<file path="src/rtl/dacdec_pkg.sv">
package dacdec_pkg;

   localparam int CODE_W = 4;

   typedef enum logic [CODE_W-1:0] {
      OP_NOP       = 4'b0000,
      OP_LD_A      = 4'b0001,
      OP_LD_B      = 4'b0010,
      OP_UPD_ALL   = 4'b1000,
      OP_LDUP_A    = 4'b1001,
      OP_LDUP_B    = 4'b1010,
      OP_WAKE_0    = 4'b1100,
      OP_WAKE_1    = 4'b1101,
      OP_SLEEP     = 4'b1110,
      OP_LDUP_BOTH = 4'b1111
   } dac_op_e;

   typedef struct packed {
      logic ld_a;
      logic ld_b;
      logic upd;
      logic wake;
      logic sleep;
   } dac_act_t;

   localparam dac_act_t ACT_NONE = '{ld_a: 1'b0, ld_b: 1'b0, upd: 1'b0,
                                     wake: 1'b0, sleep: 1'b0};

endpackage

</file>
<file path="src/rtl/dac_sync_bit.sv">
module dac_sync_bit #(
   parameter int   STAGES  = 2,
   parameter logic RST_VAL = 1'b0
) (
   input  logic clk,
   input  logic rst_n,
   input  logic d_i,
   output logic q_o
);

   generate
      if (STAGES < 2) begin : g_bad
         $error("dac_sync_bit: STAGES must be at least 2");
      end
   endgenerate

   logic [STAGES-1:0] chain_q;

   always_ff @(posedge clk or negedge rst_n) begin
      if (!rst_n) begin
         chain_q <= {STAGES{RST_VAL}};
      end else begin
         chain_q <= {chain_q[STAGES-2:0], d_i};
      end
   end

   assign q_o = chain_q[STAGES-1];

endmodule

</file>
<file path="src/rtl/dac_frame_rx.sv">
module dac_frame_rx #(
   parameter int WORD_BITS   = 16,
   parameter int SYNC_STAGES = 2
) (
   input  logic                 clk,
   input  logic                 rst_n,
   input  logic                 cs_n_i,
   input  logic                 sck_i,
   input  logic                 sdi_i,
   output logic                 word_vld_o,
   output logic [WORD_BITS-1:0] word_o
);

   localparam int CNT_MAX = WORD_BITS + 1;
   localparam int CNT_W   = $clog2(CNT_MAX + 1);

   generate
      if (WORD_BITS < 2) begin : g_bad_len
         $error("dac_frame_rx: WORD_BITS too small");
      end
   endgenerate

   logic cs_s, sck_s, sdi_s;
   logic cs_q, sck_q;

   // One resampling chain per serial line; idle values differ per line
   localparam int  NLINES = 3;
   localparam logic [NLINES-1:0] IDLE_VAL = 3'b001;
   logic [NLINES-1:0] line_raw, line_sync;

   assign line_raw = {sdi_i, sck_i, cs_n_i};

   generate
      for (genvar li = 0; li < NLINES; li++) begin : g_sync
         dac_sync_bit #(
            .STAGES  (SYNC_STAGES),
            .RST_VAL (IDLE_VAL[li])
         ) u_sync (
            .clk   (clk),
            .rst_n (rst_n),
            .d_i   (line_raw[li]),
            .q_o   (line_sync[li])
         );
      end
   endgenerate

   assign cs_s  = line_sync[0];
   assign sck_s = line_sync[1];
   assign sdi_s = line_sync[2];

   always_ff @(posedge clk or negedge rst_n) begin
      if (!rst_n) begin
         cs_q  <= 1'b1;
         sck_q <= 1'b0;
      end else begin
         cs_q  <= cs_s;
         sck_q <= sck_s;
      end
   end

   logic sck_rise, cs_rise;
   assign sck_rise = sck_s & ~sck_q;
   assign cs_rise  = cs_s & ~cs_q;

   logic [CNT_W-1:0]     bit_cnt;
   logic [WORD_BITS-1:0] shift_q;

   // Edge counter saturates one past a full word so that long frames stay rejected
   always_ff @(posedge clk or negedge rst_n) begin
      if (!rst_n) begin
         bit_cnt <= '0;
         shift_q <= '0;
      end else if (cs_s) begin
         bit_cnt <= '0;
      end else if (sck_rise) begin
         shift_q <= {shift_q[WORD_BITS-2:0], sdi_s};
         if (bit_cnt != CNT_W'(CNT_MAX)) begin
            bit_cnt <= bit_cnt + 1'b1;
         end
      end
   end

   always_ff @(posedge clk or negedge rst_n) begin
      if (!rst_n) begin
         word_vld_o <= 1'b0;
         word_o     <= '0;
      end else begin
         word_vld_o <= cs_rise && (bit_cnt == CNT_W'(WORD_BITS));
         if (cs_rise) begin
            word_o <= shift_q;
         end
      end
   end

endmodule

</file>
<file path="src/rtl/dac_cmd_decode.sv">
module dac_cmd_decode
   import dacdec_pkg::*;
(
   input  logic [CODE_W-1:0] code_i,
   output dac_act_t          act_o
);

   always_comb begin
      act_o = ACT_NONE;
      case (code_i)
         OP_LD_A: begin
            act_o.ld_a = 1'b1;
         end
         OP_LD_B: begin
            act_o.ld_b = 1'b1;
         end
         OP_UPD_ALL: begin
            act_o.upd  = 1'b1;
            act_o.wake = 1'b1;
         end
         OP_LDUP_A: begin
            act_o.ld_a = 1'b1;
            act_o.upd  = 1'b1;
            act_o.wake = 1'b1;
         end
         OP_LDUP_B: begin
            act_o.ld_b = 1'b1;
            act_o.upd  = 1'b1;
            act_o.wake = 1'b1;
         end
         OP_WAKE_0, OP_WAKE_1: begin
            act_o.wake = 1'b1;
         end
         OP_SLEEP: begin
            act_o.sleep = 1'b1;
         end
         OP_LDUP_BOTH: begin
            act_o.ld_a = 1'b1;
            act_o.ld_b = 1'b1;
            act_o.upd  = 1'b1;
            act_o.wake = 1'b1;
         end
         default: begin
            act_o = ACT_NONE; // no-op and reserved codes
         end
      endcase
   end

endmodule

</file>
<file path="src/rtl/dac_reg_bank.sv">
module dac_reg_bank
   import dacdec_pkg::*;
#(
   parameter int DATA_W = 10
) (
   input  logic              clk,
   input  logic              rst_n,
   input  logic              cmd_vld_i,
   input  dac_act_t          act_i,
   input  logic [DATA_W-1:0] data_i,
   output logic [DATA_W-1:0] dac_a_o,
   output logic [DATA_W-1:0] dac_b_o,
   output logic              awake_o
);

   logic [DATA_W-1:0] in_a_q, in_b_q;
   logic [DATA_W-1:0] in_a_nx, in_b_nx;

   // Input registers forward the new value so an update sees it in the same command
   always_comb begin
      in_a_nx = in_a_q;
      in_b_nx = in_b_q;
      if (cmd_vld_i && act_i.ld_a) in_a_nx = data_i;
      if (cmd_vld_i && act_i.ld_b) in_b_nx = data_i;
   end

   always_ff @(posedge clk or negedge rst_n) begin
      if (!rst_n) begin
         in_a_q  <= '0;
         in_b_q  <= '0;
         dac_a_o <= '0;
         dac_b_o <= '0;
         awake_o <= 1'b0;
      end else if (cmd_vld_i) begin
         in_a_q <= in_a_nx;
         in_b_q <= in_b_nx;
         if (act_i.upd) begin
            dac_a_o <= in_a_nx;
            dac_b_o <= in_b_nx;
         end
         if (act_i.sleep) begin
            awake_o <= 1'b0;
         end else if (act_i.wake) begin
            awake_o <= 1'b1;
         end
      end
   end

endmodule

</file>
<file path="src/rtl/dac_serial_decoder.sv">
module dac_serial_decoder
   import dacdec_pkg::*;
#(
   parameter int DATA_W      = 10,
   parameter int WORD_BITS   = 16,
   parameter int SYNC_STAGES = 2
) (
   input  logic              clk,
   input  logic              rst_n,
   input  logic              spi_cs_n,
   input  logic              spi_sck,
   input  logic              spi_mosi,
   output logic [DATA_W-1:0] dac_a,
   output logic [DATA_W-1:0] dac_b,
   output logic              out_en
);

   localparam int CODE_HI = WORD_BITS - 1;
   localparam int DATA_HI = WORD_BITS - CODE_W - 1;

   generate
      if (WORD_BITS < CODE_W + DATA_W) begin : g_bad_word
         $error("dac_serial_decoder: word too short for code and data");
      end
      if (DATA_W < 1) begin : g_bad_data
         $error("dac_serial_decoder: DATA_W must be positive");
      end
   endgenerate

   logic                 word_vld;
   logic [WORD_BITS-1:0] word;
   logic [CODE_W-1:0]    code;
   logic [DATA_W-1:0]    data;
   dac_act_t             act;

   dac_frame_rx #(
      .WORD_BITS   (WORD_BITS),
      .SYNC_STAGES (SYNC_STAGES)
   ) u_rx (
      .clk        (clk),
      .rst_n      (rst_n),
      .cs_n_i     (spi_cs_n),
      .sck_i      (spi_sck),
      .sdi_i      (spi_mosi),
      .word_vld_o (word_vld),
      .word_o     (word)
   );

   assign code = word[CODE_HI -: CODE_W];
   assign data = word[DATA_HI -: DATA_W];

   dac_cmd_decode u_dec (
      .code_i (code),
      .act_o  (act)
   );

   dac_reg_bank #(
      .DATA_W (DATA_W)
   ) u_bank (
      .clk       (clk),
      .rst_n     (rst_n),
      .cmd_vld_i (word_vld),
      .act_i     (act),
      .data_i    (data),
      .dac_a_o   (dac_a),
      .dac_b_o   (dac_b),
      .awake_o   (out_en)
   );

endmodule

</file>
<file path="config.mk">
export PLATFORM = sky130hd
export DESIGN_NAME = dac_serial_decoder
export DESIGN_NICKNAME = d
export VERILOG_FILES = /design/src/rtl/dacdec_pkg.sv /design/src/rtl/dac_sync_bit.sv /design/src/rtl/dac_frame_rx.sv /design/src/rtl/dac_cmd_decode.sv /design/src/rtl/dac_reg_bank.sv /design/src/rtl/dac_serial_decoder.sv
export SDC_FILE = /design/constraint.sdc
export NUM_CORES = 1
export LEC_CHECK = 0
export CORE_MARGIN = 8
export CORE_UTILIZATION = 45
export CTS_CLUSTER_SIZE = 40
export DETAILED_ROUTE_END_ITERATION = 10
export GPL_ROUTABILITY_DRIVEN = 0
export GPL_TIMING_DRIVEN = 0
export PLACE_DENSITY = 0.63
export SKIP_LAST_GASP = 1
export SYNTH_ARGS = -nofsm -noshare
export SYNTH_HDL_FRONTEND = slang
export SYNTH_HIERARCHICAL = 1
export SYNTH_SLANG_ARGS = --single-unit
</file>
<file path="constraint.sdc">
create_clock -name clk -period 1.79 [get_ports clk]
set_input_delay 0.4475 -clock clk [delete_from_list [all_inputs] [get_ports clk]]
set_output_delay 0.4475 -clock clk [all_outputs]
set_load 0.02 [all_outputs]
</file>
==> metrics.md, run 1 <==
| Metric | Value |
|---|---|
| Syn. warnings | 6 |
| Crit path cell chain | clkdlybuf4s50_1 |
| Initial DRC Count | 54 |
| Core Util, Final | 0.555 |
| HPWL Detailed | 4340 um |
| Int Power | 3.25 mW |
| Pwr/cell area | 973 mW/mm^2 |
| # setup viols final | 0 |
| Hold Vio Cnt, Final | 0 |
| ANT nets after route | 0 |
| Clock transition at the registers of the reported paths | around 0.080 ns |
| CTS Buffer Depth | 2 |
| Clk pwr share | 0.390 |
| CP startpoint kind | flop |
| Placement Setup Slack | between 0.2 and 0.25 ns |
| Combinational share of power | 0.069 |
| Crit path largest cell delay | approximately 0.60 ns |
| Initial antenna violation count | 0 |
| CTS H-tree depth | 3 |
| Critical path required time | 1.34 ns |
| Overall Global Routing Usage | 0.126 |
| Area growth, synth to finish | 18.9% |
| Crit-path leading delay family | buffers and inverters |
| Final WL | ~6500 um |
| Synth Instances | between 200 and 300 |
| Endpoint class of the critical path | output port |
| Post-Syn Area per Cell | 14.3 um^2 |
| GRT overflow | 0 |
| Sw power | 0.927 mW |
| TritonRoute pass-1 iters | 4 |
| Hold_ws | around 0.36 ns |
| Sequential cell fraction of total power | 0.540 |
| Sw Ratio | 0.222 |
| Clock Tree Root | clkbuf_8 |
| Total chip power | approximately 4.2 mW |
| Leakage power | 2.26 nW |
| CTS sink cnt | 85 |
| Diodes inserted | 0 |
| Global-route wire length before repair | 11200 um |
| Initial Util | 0.467 |
| IO Count | 26 |
| Layout cells sized above 1 | 0.264 |
| Worst path arrival time | approximately 1.3 ns |
| Crit path buffers/inverters | 1 |
| Remaining DRCs | 0 |
| Vias in the first global route | 2182 |
| Die Span Y | between 100 and 150 um |
| RSZ-0062 raised after global routing | false |
| Syn_nets | 261 |
| Setup TNS | 0 ns |
| Routed via count | between 2000 and 2500 |
| Fin nets | 299 |
| Clk_lat worst skew | 0.34 ns |
| Worst vdd ir | 0.567 mV |
| FILL cells | 647 |
| Worst Max-Slew Pin Slew | 0.517 ns |
| CTS buffer count | 9 |
| Status | finished clean |
| HP Class | reg -> reg |
| Row Count | 32 |
| Die ar. | 0.0111 mm^2 |
| Final setup skew | 0.0132 ns |
| Final Max Tran Viols | 0 |
| Final period utilization | 0.970 |
| Largest net degree at the start of global routing | 64 |
| Port bufs | 25 |
| Core ar. | between 0.007 and 0.008 mm^2 |
| Die width | 106 um |
| Mapped Area | 0.00361 mm^2 |
| Final min period | between 1.5 and 2 ns |
| Critical path type | reg -> out |
| CP max FO | 2 |
| MaxCap Viol Count | 0 |
| Setup ws final | 0.0536 ns |
| WL/cell | between 15 and 20 um |
| Drt via density | about 5.3 |
| Fmax | approximately 580 MHz |
| CTS tree | yes |
| Max-Slew Margin vs Limit | 0.655 |
| CP max-delay cell | clkdlybuf4s50_1 |
[path summary, 6_finish.rpt]
path                                             startpoint                          endpoint  slack, ns  depth (start not counted)
hold reg to reg            u_rx/g_sync[1].u_sync/chain_q[0]  u_rx/g_sync[1].u_sync/chain_q[1]       0.36                          0
min in group asynchronous                             rst_n                   u_rx/word_o[10]       0.54                          2
hold / removal             u_rx/g_sync[1].u_sync/chain_q[0]  u_rx/g_sync[1].u_sync/chain_q[1]       0.36                          0
setup / recovery                          u_bank/dac_b_o[4]                          dac_b[4]       0.05                          1
setup reg to reg                            u_rx/word_o[12]                 u_bank/dac_a_o[7]       0.19                          5
max in group asynchronous                             rst_n                         u_rx/cs_q       0.61                          3
[cells in the final DEF (no fill, tap or decap), types with 2 or more instances in the layout]
master            n
a21oi_1          45
and3_1            3
buf_4             2
buf_6             7
bufinv_16         3
clkbuf_1          3
clkbuf_8         10
clkdlybuf4s50_1   4
clkinv_4          2
dfrtp_1          82
dfstp_2           3
dlygate4sd2_1     8
dlymetal6s2s_1   12
ha_1              3
inv_1             2
mux2_1           11
mux2_2           30
mux2_4           10
mux2i_1          21
nand2_1           3
nand2_4           2
nor2_1            5
nor2_8            2
o21a_1            3
o21ai_0           2
or3_1             2
[power groups by stage]
stage	Combinational, mW	Clock (mW)	Sequential (mW)
after floorplan	0.220	0	2.23
after global placement	0.281	0	2.29
after detailed placement	0.294	0	2.29
after CTS	0.297	1.69	2.25
after global routing	0.319	1.77	2.29
final	0.290	1.63	2.25
[through the flow]
stage / std cells / cell area (um^2)
detailed placement: 381 / 4010
global placement: 380 / 3980
CTS: 398 / 4260
global route: 398 / 4290
floorplan: 253 / 3610
finish: 398 / 4290
[worst reg2reg max path: stages (launching register included)]
cell and delay, ns:
dfrtp_1 0.48, and3_1 0.20, o21a_1 0.15, clkbuf_1 0.42, a21oi_1 0.15, a21oi_1 0.14
[timing repair]
item / 4_1_cts / 5_1_grt
resized for setup: 8 / 12
hold buffers: 1 / 0
endpoints found under the hold margin: 22 / 0
endpoints found under the setup margin: 8 / 12
setup buffers: 0 / 0
[per-layer routing]
| layer | wire length (um) | global-route usage | vias up |
|---|---|---|---|
| met1 | 2940 | 0.156 | 1072 |
| met3 | 245 | 0.0378 | 4 |
| met2 | 3220 | 0.206 | 37 |
| li1 | - | - | 980 |
| met4 | 48 | 0.0392 | 0 |
| met5 | 0 | 0 | - |
[sequential cells by signal (all words and copies together) (netlist names)]
register and flops:
u_rx/word_vld_o 1, u_bank/dac_b_o 10, u_rx/g_sync.u_sync/chain_q 6, u_rx/sck_q 1, u_bank/in_b_q 10, u_rx/bit_cnt 5
u_rx/word_o 14, u_bank/awake_o 1, u_bank/in_a_q 10, u_bank/dac_a_o 10, u_rx/cs_q 1, u_rx/shift_q 16
[final cells by class]
class,instances,area [um^2],area share
Clock inverter,5,108,0.0251
Inverter,3,16.3,0.00379
Timing Repair Buffer,27,305,0.0712
Tap cell,102,128,0.0298
Multi-Input combinational cell,153,1340,0.313
Buffer,12,119,0.0277
Sequential cell,85,2130,0.497
Clock buffer,11,141,0.0330
Note: power is estimated with default switching activity, not from simulation.
==> inputs of run 2 (changes only) <==
Settings changed: GPL_TIMING_DRIVEN 0 to default.
==> run 2 against run 1 <==
Count of clock-buffer cells in the layout is the same. Routed wire length shrank 2.6%. Clock skew shrank 0.0043 ns. Combinational power fell by 3%. Sequential share of layout area rose by 1.1 points. Register-to-register slack improved by 0.02 ns.
==> metrics.md, run 2 (synthesis gave the netlist of run 1 again) <==
| Metric | Value |
|---|---|
| Status | finished clean |
| Crit path cell chain | and3_1 > o21a_1 > buf_4 > mux2i_1 > a21oi_1 |
| Remaining DRCs | 0 (unchanged) |
| Worst path arrival time | 1.80 ns (+0.51 ns) |
| Fmax | 631 MHz (+9.6%) |
| Max reg flops | 16 (unchanged) |
| Largest reg by FF count | u_rx/shift_q |
| Sw power | 0.946 mW (+2.1%) |
| Clock Tree Root | clkbuf_8 |
| CTS H-tree depth | 3 (unchanged) |
| Final Cell Area | 0.00420 mm^2 (-2.2%) |
| Combinational share of power | 0.070 (about the same) |
| Final instance count without filler cells | 394 (-1.0%) |
| Clk_lat worst skew | 0.35 ns (about the same) |
| Port bufs | 25 (unchanged) |
| Commonest non-fill, non-tap cell in the layout | dfrtp_1 |
| Crit path largest cell delay | 0.48 ns (-0.12 ns) |
| Core Util, Final | 0.543 (-0.0120) |
| TritonRoute pass-1 iters | 4 (unchanged) |
| Worst Max-Slew Pin Slew | 0.413 ns (-0.104 ns) |
| Critical path type | reg -> reg |
| RSZ-0062 raised after global routing | false |
| Area growth, synth to finish | 16.3% |
| Postcts setup bufs | 0 (unchanged) |
| Vias in the first global route | 2158 (-1.1%) |
| FF-to-FF End | u_bank/dac_a_o[4] |
| Die ar. | 0.0111 mm^2 (unchanged) |
| Final period utilization | 0.885 (-0.0854) |
| GRT overflow | 0 (unchanged) |
| Final setup skew | 0.00890 ns (-0.00431 ns) |
| CTS tree | yes |
| # setup viols final | 0 (unchanged) |
| Initial Util | 0.467 (unchanged) |
| Drt via density | 5.12 (-2.6%) |
| Final min period | 1.58 ns (-0.153 ns) |
| HP Class | in -> async |
| Critical path required time | 2.00 ns (+0.66 ns) |
| Biggest regs | u_rx/shift_q: 16 flops, u_rx/word_o: 14 flops |
| CTS buffer count | 9 (unchanged) |
| MaxCap Viol Count | 0 (unchanged) |
| Worst vdd ir | 0.866 mV (+53%) |
| Layout cells sized above 1 | 0.267 (+0.00361) |
| Hold_buf cts | 0 (-1) |
| Fin nets | 295 (-1.3%) |
| Placed cells | 378 (-0.79%) |
| Largest net degree at the start of global routing | 36 (-44%) |
| Critical Path Start | u_rx/word_o[14] |
| Die width | 106 um (unchanged) |
| Highest-count cells in the layout ignoring fill and taps | 82 x dfrtp_1, 45 x a21oi_1, 30 x mux2_2 |
| ANT nets after route | 0 (unchanged) |
| Initial antenna violation count | 0 (unchanged) |
| R2r startpoint | u_rx/word_o[14] |
| Sequential cell fraction of total power | 0.559 (+0.019) |
| Diodes inserted | 0 (unchanged) |
| Final Max Tran Viols | 0 (unchanged) |
| WL/cell | 15.9 um (-1.6%) |
| Overall Global Routing Usage | 0.123 (-0.00227) |
| CP max FO | 9 (+7) |
| Sw Ratio | 0.234 (+0.0120) |
| HPWL Detailed | 4310 um (-0.85%) |
| Setup TNS | 0 ns (unchanged) |
| Clock transition at the registers of the reported paths | 0.08 ns (about the same) |
| Max-Slew Margin vs Limit | 0.725 (+0.0695) |
| Total chip power | 4.04 mW (-3.2%) |
| Row Count | 32 (unchanged) |
| Final WL | 6280 um (-2.6%) |
| Reg2reg path depth | 5 (unchanged) |
| Pwr/cell area | 963 mW/mm^2 (-1.0%) |
| CTS Buffer Depth | 2 (unchanged) |
| Crit path capture | u_bank/dac_a_o[4] |
| Endpoint class of the critical path | flop |
| Core ar. | 0.00773 mm^2 (unchanged) |
| Routed via count | 2018 (-3.6%) |
| IO Count | 26 (unchanged) |
| R2R Setup Slk | 0.21 ns (+0.02 ns) |
| Global-route wire length before repair | 11100 um (-1.3%) |
| Int Power | 3.09 mW (-4.7%) |
| Leakage power | 2.22 nW (-1.7%) |
| Initial DRC Count | 40 (-26%) |
| DP Area | 0.00395 mm^2 (-1.5%) |
| CP max-delay cell | dfrtp_1 |
| Clk pwr share | 0.371 (-0.019) |
| CP startpoint kind | flop |
| Hold Vio Cnt, Final | 0 (unchanged) |
| CTS sink cnt | 85 (unchanged) |
| Die Span Y | 106 um (unchanged) |
run 2: changes by cell type in the layout (fill, tap and decap cells not counted), sizes merged:
| cell | before | now |
|---|---|---|
| clkbuf | 13 | 11 |
| dlygate4sd2 | 8 | 9 |
| clkinvlp | 0 | 2 |
| clkinv | 2 | 1 |
| buf | 12 | 11 |
| clkdlybuf4s50 | 4 | 3 |
| dlygate4sd3 | 1 | 0 |
| bufinv | 3 | 2 |
run 2: metal layers:
metal,global-route usage,part of all wire,routed length (um)
met3,0.0408,0.038,240
met4,0.0452,0.015,95
met5,0,0,0
met1,0.155,0.48,3010
met2,0.195,0.47,2940
run 2: area by class of cell:
type / count / area (um^2)
Inverter: 3 / 16.3
Timing Repair Buffer: 35 / 354
Tap cell: 102 / 128
Fill cell: 656 / 3530
Clock buffer: 11 / 141
Sequential cell: 85 / 2130
Multi-Input combinational cell: 153 / 1340
Clock inverter: 5 / 83.8
run 2: worst min-delay path by stage:
stage                                           from                          endpoint  slack, ns  cells past startpoint
global route                                   rst_n                 u_bank/dac_b_o[6]       0.04                      1
CTS                                            rst_n                  u_rx/shift_q[15]       0.02                      1
finish                                         rst_n                  u_rx/shift_q[15]       0.02                      1
floorplan                                      rst_n                    u_bank/awake_o       0.15                      0
detailed placement  u_rx/g_sync[1].u_sync/chain_q[0]  u_rx/g_sync[1].u_sync/chain_q[1]       0.34                      0
global placement    u_rx/g_sync[2].u_sync/chain_q[0]  u_rx/g_sync[2].u_sync/chain_q[1]       0.33                      0
run 2: per-stage QoR:
| step | setup slack, ns | hold WS [ns] |
|---|---|---|
| after global placement | 0.133 | 0.334 |
| after detailed placement | 0.0550 | 0.339 |
| after global routing | 0.0901 | 0.0352 |
| after floorplan | 0.364 | 0.152 |
| final | 0.206 | 0.0195 |
| after CTS | 0.0000824 | 0.0239 |
run 2: what timing repair did:
item                                    CTS  global route
endpoints found under the setup margin    9            32
pin swaps                                 0             0
resized for setup                         9            13
run 2: power by group through the flow:
stage | Sequential [mW] | Clock [mW] | Combinational, mW
floorplan | 2.23 | 0 | 0.220
global placement | 2.30 | 0 | 0.281
detailed placement | 2.30 | 0 | 0.289
CTS | 2.26 | 1.56 | 0.290
global route | 2.30 | 1.62 | 0.310
finish | 2.26 | 1.50 | 0.281
run 2: worst max-delay path, delay by kind of cell, from the launching register on:
family,cells,cell delay (ns)
AO/OA/AOI/OAI,2,0.30
buffers and inverters,1,0.21
flip-flops,1,0.48
multiplexers,1,0.27
AND/OR/NAND/NOR,1,0.19
